==> config.mk <==
export PLATFORM = sky130hd
export DESIGN_NAME = mexp_top
export DESIGN_NICKNAME = d
export VERILOG_FILES = /design/src/rtl/mexp_pkg.sv /design/src/rtl/mexp_modadd.sv /design/src/rtl/mexp_consts.sv /design/src/rtl/mexp_mulunit.sv /design/src/rtl/mexp_top.sv
export SDC_FILE = /design/constraint.sdc
export NUM_CORES = 1
export LEC_CHECK = 0
export BUFFER_PORTS_ARGS = -buffer_cell sky130_fd_sc_hd__buf_2
export CAP_MARGIN = 10
export CORE_MARGIN = 2
export CORE_UTILIZATION = 35
export CTS_BUF_LIST = sky130_fd_sc_hd__clkbuf_16
export CTS_CLUSTER_DIAMETER = 120
export DETAILED_ROUTE_END_ITERATION = 12
export GPL_TIMING_DRIVEN = 0
export HOLD_SLACK_MARGIN = 0.05
export PLACE_DENSITY = 0.56
export SLEW_MARGIN = 20
export SYNTH_ARGS = -nofsm -noshare
export SYNTH_HDL_FRONTEND = slang
export SYNTH_SLANG_ARGS = --single-unit
==> constraint.sdc <==
create_clock -name clk -period 2.8 [get_ports clk]
set_input_delay 0.14 -clock clk [delete_from_list [all_inputs] [get_ports clk]]
set_output_delay 0.14 -clock clk [all_outputs]
set_load 0.05 [all_outputs]
==> src/rtl/mexp_pkg.sv <==
package mexp_pkg;

    typedef enum logic [1:0] {
        PH_IDLE,
        PH_FWD,
        PH_BACK
    } phase_e;

    // BASE^(2^stage) mod m, by repeated squaring at elaboration time
    function automatic longint stage_const(input longint base, input int stage, input longint m);
        longint c;
        c = base % m;
        for (int k = 0; k < stage; k++) begin
            c = (c * c) % m;
        end
        return c;
    endfunction

    // Multiplicative inverse modulo m (extended Euclid); a must be coprime to m
    function automatic longint inv_mod(input longint a, input longint m);
        longint r0, r1, t0, t1, q, tmp;
        r0 = m;
        r1 = a % m;
        t0 = 0;
        t1 = 1;
        while (r1 != 0) begin
            q   = r0 / r1;
            tmp = r0 - q * r1;
            r0  = r1;
            r1  = tmp;
            tmp = t0 - q * t1;
            t0  = t1;
            t1  = tmp;
        end
        if (t0 < 0) t0 = t0 + m;
        return t0;
    endfunction

endpackage

==> src/rtl/mexp_modadd.sv <==
module mexp_modadd #(
    parameter int W       = 4,
    parameter int MODULUS = 15
) (
    input  logic [W-1:0] a,
    input  logic [W-1:0] b,
    output logic [W-1:0] sum
);
    localparam int SW = W + 1;

    logic [W:0] raw;
    logic [W:0] red;

    always_comb begin
        raw = {1'b0, a} + {1'b0, b};
        red = raw - SW'(MODULUS);
        sum = (raw >= SW'(MODULUS)) ? red[W-1:0] : raw[W-1:0];
    end
endmodule

==> src/rtl/mexp_consts.sv <==
module mexp_consts #(
    parameter int W       = 4,
    parameter int STAGES  = 8,
    parameter int MODULUS = 15,
    parameter int BASE    = 7,
    localparam int IDX_W  = (STAGES > 1) ? $clog2(STAGES) : 1
) (
    input  logic [IDX_W-1:0] idx,
    input  logic             use_inv,
    output logic [W-1:0]     k
);
    logic [W-1:0] fwd_tab [STAGES];
    logic [W-1:0] inv_tab [STAGES];

    for (genvar g = 0; g < STAGES; g++) begin : g_stage
        localparam longint FWD = mexp_pkg::stage_const(BASE, g, MODULUS);
        localparam longint INV = mexp_pkg::inv_mod(FWD, MODULUS);
        assign fwd_tab[g] = W'(FWD);
        assign inv_tab[g] = W'(INV);
    end

    always_comb begin
        k = use_inv ? inv_tab[idx] : fwd_tab[idx];
    end
endmodule

==> src/rtl/mexp_mulunit.sv <==
module mexp_mulunit #(
    parameter int W       = 4,
    parameter int MODULUS = 15
) (
    input  logic         clk,
    input  logic         rst_n,
    input  logic         go,
    input  logic         ctrl,
    input  logic [W-1:0] operand,
    input  logic [W-1:0] k,
    output logic         done,
    output logic [W-1:0] res
);
    localparam int CW = $clog2(W + 1);

    typedef struct packed {
        logic          busy;
        logic [CW-1:0] cnt;
        logic [W-1:0]  acc;
        logic [W-1:0]  addend;
        logic [W-1:0]  opnd;
        logic          ctl;
        logic          done;
        logic [W-1:0]  res;
    } mul_t;

    mul_t         q, n;
    logic [W-1:0] acc_sum;
    logic [W-1:0] dbl;

    mexp_modadd #(.W(W), .MODULUS(MODULUS)) u_acc (
        .a(q.acc), .b(q.addend), .sum(acc_sum)
    );

    mexp_modadd #(.W(W), .MODULUS(MODULUS)) u_dbl (
        .a(q.addend), .b(q.addend), .sum(dbl)
    );

    always_comb begin
        n      = q;
        n.done = 1'b0;
        if (go && !q.busy) begin
            n.busy   = 1'b1;
            n.cnt    = '0;
            n.acc    = '0;
            n.addend = k;
            n.opnd   = operand;
            n.ctl    = ctrl;
        end else if (q.busy) begin
            if (q.opnd[q.cnt]) n.acc = acc_sum;
            n.addend = dbl;
            n.cnt    = q.cnt + 1'b1;
            if (q.cnt == CW'(W - 1)) begin
                n.busy = 1'b0;
                n.done = 1'b1;
                if (q.ctl) n.res = q.opnd[q.cnt] ? acc_sum : q.acc;
                else       n.res = q.opnd;
            end
        end
    end

    always_ff @(posedge clk or negedge rst_n) begin
        if (!rst_n) q <= '0;
        else        q <= n;
    end

    assign done = q.done;
    assign res  = q.res;
endmodule

==> src/rtl/mexp_top.sv <==
module mexp_top #(
    parameter int MOD_W   = 4,
    parameter int MODULUS = 15,
    parameter int BASE    = 7,
    localparam int STAGES = 2 * MOD_W,
    localparam int EXP_W  = STAGES
) (
    input  logic             clk,
    input  logic             rst_n,
    input  logic             start,
    input  logic [EXP_W-1:0] exponent,
    output logic             busy,
    output logic             done,
    output logic [MOD_W-1:0] result,
    output logic             step_valid,
    output logic [MOD_W-1:0] scratch
);
    import mexp_pkg::*;

    localparam int IDX_W = (STAGES > 1) ? $clog2(STAGES) : 1;
    localparam int ONE   = (MODULUS > 1) ? 1 : 0;

    typedef struct packed {
        phase_e           ph;
        logic [EXP_W-1:0] x;
        logic [IDX_W-1:0] stg;
        logic [MOD_W-1:0] z;
        logic [MOD_W-1:0] scr;
        logic             go;
        logic             busy;
        logic             done;
        logic             step;
    } seq_t;

    seq_t             q, n;
    logic [MOD_W-1:0] k_sel;
    logic             mul_done;
    logic [MOD_W-1:0] mul_res;

    function automatic logic [MOD_W-1:0] sub_mod(input logic [MOD_W-1:0] a,
                                                 input logic [MOD_W-1:0] b);
        logic [MOD_W:0] t;
        if (a >= b) t = {1'b0, a} - {1'b0, b};
        else        t = {1'b0, a} + (MOD_W+1)'(MODULUS) - {1'b0, b};
        return t[MOD_W-1:0];
    endfunction

    mexp_consts #(.W(MOD_W), .STAGES(STAGES), .MODULUS(MODULUS), .BASE(BASE)) u_consts (
        .idx     (q.stg),
        .use_inv (q.ph == PH_BACK),
        .k       (k_sel)
    );

    mexp_mulunit #(.W(MOD_W), .MODULUS(MODULUS)) u_mul (
        .clk     (clk),
        .rst_n   (rst_n),
        .go      (q.go),
        .ctrl    (q.x[q.stg]),
        .operand (q.z),
        .k       (k_sel),
        .done    (mul_done),
        .res     (mul_res)
    );

    always_comb begin
        n      = q;
        n.go   = 1'b0;
        n.done = 1'b0;
        n.step = 1'b0;
        unique case (q.ph)
            PH_IDLE: begin
                if (start) begin
                    n.ph   = PH_FWD;
                    n.x    = exponent;
                    n.stg  = '0;
                    n.z    = MOD_W'(ONE);
                    n.scr  = '0;
                    n.go   = 1'b1;
                    n.busy = 1'b1;
                end
            end
            PH_FWD: begin
                if (mul_done) begin
                    // product becomes the working value, old value parks in scratch
                    n.z   = mul_res;
                    n.scr = q.z;
                    n.ph  = PH_BACK;
                    n.go  = 1'b1;
                end
            end
            PH_BACK: begin
                if (mul_done) begin
                    n.scr  = sub_mod(q.scr, mul_res);
                    n.step = 1'b1;
                    if (q.stg == IDX_W'(STAGES - 1)) begin
                        n.ph   = PH_IDLE;
                        n.busy = 1'b0;
                        n.done = 1'b1;
                    end else begin
                        n.stg = q.stg + 1'b1;
                        n.ph  = PH_FWD;
                        n.go  = 1'b1;
                    end
                end
            end
            default: n.ph = PH_IDLE;
        endcase
    end

    always_ff @(posedge clk or negedge rst_n) begin
        if (!rst_n) q <= '0;
        else        q <= n;
    end

    assign busy       = q.busy;
    assign done       = q.done;
    assign result     = q.z;
    assign step_valid = q.step;
    assign scratch    = q.scr;
endmodule

==> flow_summary.toml <==
[logic_synthesis]
postSynthCellCount = 261
synth_fp_nets = 291
ys_types = 50
synth_ff_type = "dfrtp_1"
ys_ff_latch = 47
yosysSeqAreaShare = 0.439
synth_edf_count = 0
async_flop_share = 1.00
synth_area_um2 = 2680
ys_warn_count = 0
syn_avg_cell_area_um2 = 10.3

[sta]
finalSetupTns_ps = 0
fin_skew_ps = 7.33
drv_slew = 0
finalCritPeriodShare = 0.867
period_needed_ps = 2430
worstMarginPinSlew_ps = 627
relSlewSlack = 0.581
hold_viol = 0
setup_viol = 0
rsz0062_at_grt = "false"
max_freq_ghz = 0.412

[worst_setup_path]
crit_buf_inv = 1
arrival_ps = 2600
r2r-end = "u_mul.q[16]"
worst_r2r_path_depth = 9
critical-path-max-stage-delay_ps = 420
cp.required_ps = 2980
path_common_cell = "a21oi_1"
path_max_fanout = 4
cp_slowest_cell = "fa_1"
regToRegSetupSlack_ps = 370
cp-end-kind = "register"
reg2reg_from = "u_mul.q[14]"
worstPathCellList = "ha_1 -> inv_1 -> fa_1 -> nand2b_1 -> a21oi_1 -> a21oi_1 -> a31oi_1 -> nor2b_1 -> o32ai_1"
cp-start-kind = "register"
cpLargestDelayFamily = "compound AO/OA/AOI/OAI gates"
path_class = "reg -> reg"

[global_route]
antenna_found_initial = 0
overflow = 0
grt_max_degree = 48
grt_first_pass_wirelength_um = 9060
grt_use_total = 0.137
grt_pass1_vias = 1898

[routing]
drt-pass1-iter-count = 4
drc = 0
vias_per_cell = 5.00
wl_per_cell_um = 13.6
ant_nets = 0
wl_um = 5290
num_vias = 1949
drt_iter0_markers = 84

[floorplanning]
start_util = 0.366
placementRows = 31
core_um2 = 7330
die_w_um = 91.5
dieArea_um2 = 8380
die_y_um = 91.5
ios = 22

[clock_tree]
clk_latency_ps = 290
h-tree-depth = 2
post-cts-setup-buffers = 0
numCtsBuffers = 5
cts_sinks = 47
cts_tree = "built"
clockBufferDepth = 2
clockRootBuffer = "clkbuf_16"
path_clk_slew_ps = 70

[power_and_ir_drop]
leakage_uw = 0.00139
p_per_area_nw_per_um2 = 798
vdd_ir_drop_max_mv = 0.257
power_uw = 2450

[outcome]
status = "finished clean"

[finish]
drive_gt1_frac = 0.216
num_antenna_cells = 0
ff_latch_area_um2 = 1180
multiInputGateArea_um2 = 1330
fin_cells = 390
nNetsFinal = 320
synthToLayoutAreaGrowth_pct = 14.4
num-fill-cells = 742

[min_path]
hold_path_class = "in -> reg"
min_to = "q[16]"
holdPathStages = 2
holdCritStartpoint = "exponent[1]"

[placement]
dpl.cell_count = 381
gp_congestion = 0.779
port-buffer-count = 21
dp_hpwl_um = 3960

[run]
maxCapViolations = 0
## per-stage QoR
stage	util	setup slack [ps]	cell area [um^2]	hold WS (ps)
after floorplan	-	597	2680	-156
after global placement	0.397	415	2910	373
after detailed placement	0.397	395	2910	377
after CTS	0.417	375	3060	74.2
after global routing	0.419	224	3070	75.1
final	0.419	372	3070	80.3
## cell type report
type	count	share of cell area
multi-input combinational	179	0.434
sequential	47	0.383
clock buffer	5	0.0408
tap	99	0.0404
timing repair buffer	22	0.0383
buffer	14	0.0306
inverter	21	0.0257
clock inverter	3	0.00653
## where the power goes
part           switching, uW  internal, uW  leakage (uW)
sequential               103           788      0.000582
clock                    261           330     0.0000674
combinational            557           409      0.000739
## layout by cell type (no fill, tap or decap), types with 6 or more instances in the layout
| cell type | n |
|---|---|
| dfrtp_1 | 47 |
| a31oi_1 | 6 |
| mux2_2 | 13 |
| o21ai_0 | 22 |
| buf_4 | 9 |
| buf_2 | 22 |
| a21oi_1 | 12 |
| ha_1 | 16 |
| inv_1 | 21 |
| nor2_1 | 20 |
| nand2_1 | 24 |
## cells by family after synthesis
kind of cell | synth area share
mux | 0.0985
compound gates | 0.158
buf+inv | 0.0644
flops | 0.439
fa+ha+maj | 0.0971
xor+xnor | 0.0159
simple gates | 0.127
## synth_stat cells, drive strengths merged (3+ instances only)
cell,number,area share
nand3b,4,0.011
mux2i,5,0.019
nor3b,3,0.0084
fa,3,0.022
inv,21,0.029
buf,11,0.030
dfrtp,47,0.44
nand3,3,0.0056
clkbuf,3,0.0047
nand2,24,0.034
o21ai,25,0.047
a31oi,6,0.014
o31ai,3,0.010
mux2,13,0.055
a21oi,13,0.028
nor2,20,0.028
ha,16,0.075
nor2b,4,0.0093
mux4,3,0.025
## per-layer routing
layer / part of all wire / GRT usage / up-vias
met5: 0 / 0 / -
li1: - / - / 976
met3: 0.031 / 0.0332 / 8
met2: 0.46 / 0.211 / 33
met1: 0.49 / 0.186 / 932
met4: 0.019 / 0.0518 / 0
## worst reg2reg max path, stage by stage (launching register included)
cell and delay [ps]:
dfrtp_1 410, ha_1 210, inv_1 60, fa_1 420, nand2b_1 190, a21oi_1 370
a21oi_1 130, a31oi_1 160, nor2b_1 90, o32ai_1 290
## how the worst max path moves through the flow
| stage | start | endpoint | slack, ps | cells after the start |
|---|---|---|---|---|
| 2_1_floorplan | u_mul.q[14] | u_mul.res[1] | 600 | 10 |
| 3_3_place_gp | u_mul.q[14] | u_mul.res[1] | 420 | 10 |
| 3_5_place_dp | u_mul.q[14] | u_mul.q[16] | 400 | 9 |
| 4_1_cts | u_mul.q[14] | u_mul.q[16] | 370 | 9 |
| 5_1_grt | u_mul.q[14] | u_mul.res[1] | 220 | 9 |
| 6_report | u_mul.q[14] | u_mul.q[16] | 370 | 9 |
## flip-flops by register name, summed over array words and instances, names as in the netlist
signal / count
u_mul.q: 17
q: 14
result: 4
scratch: 4
u_mul.res: 4
busy: 1
done: 1
step_valid: 1
u_mul.done: 1
## repair_timing
item | 4_1_cts | 5_1_grt
hold buffers | 0 | 1
hold endpoints to repair | 0 | 47
resized for setup | 0 | 0
Note: power is estimated with default switching activity, not from simulation.
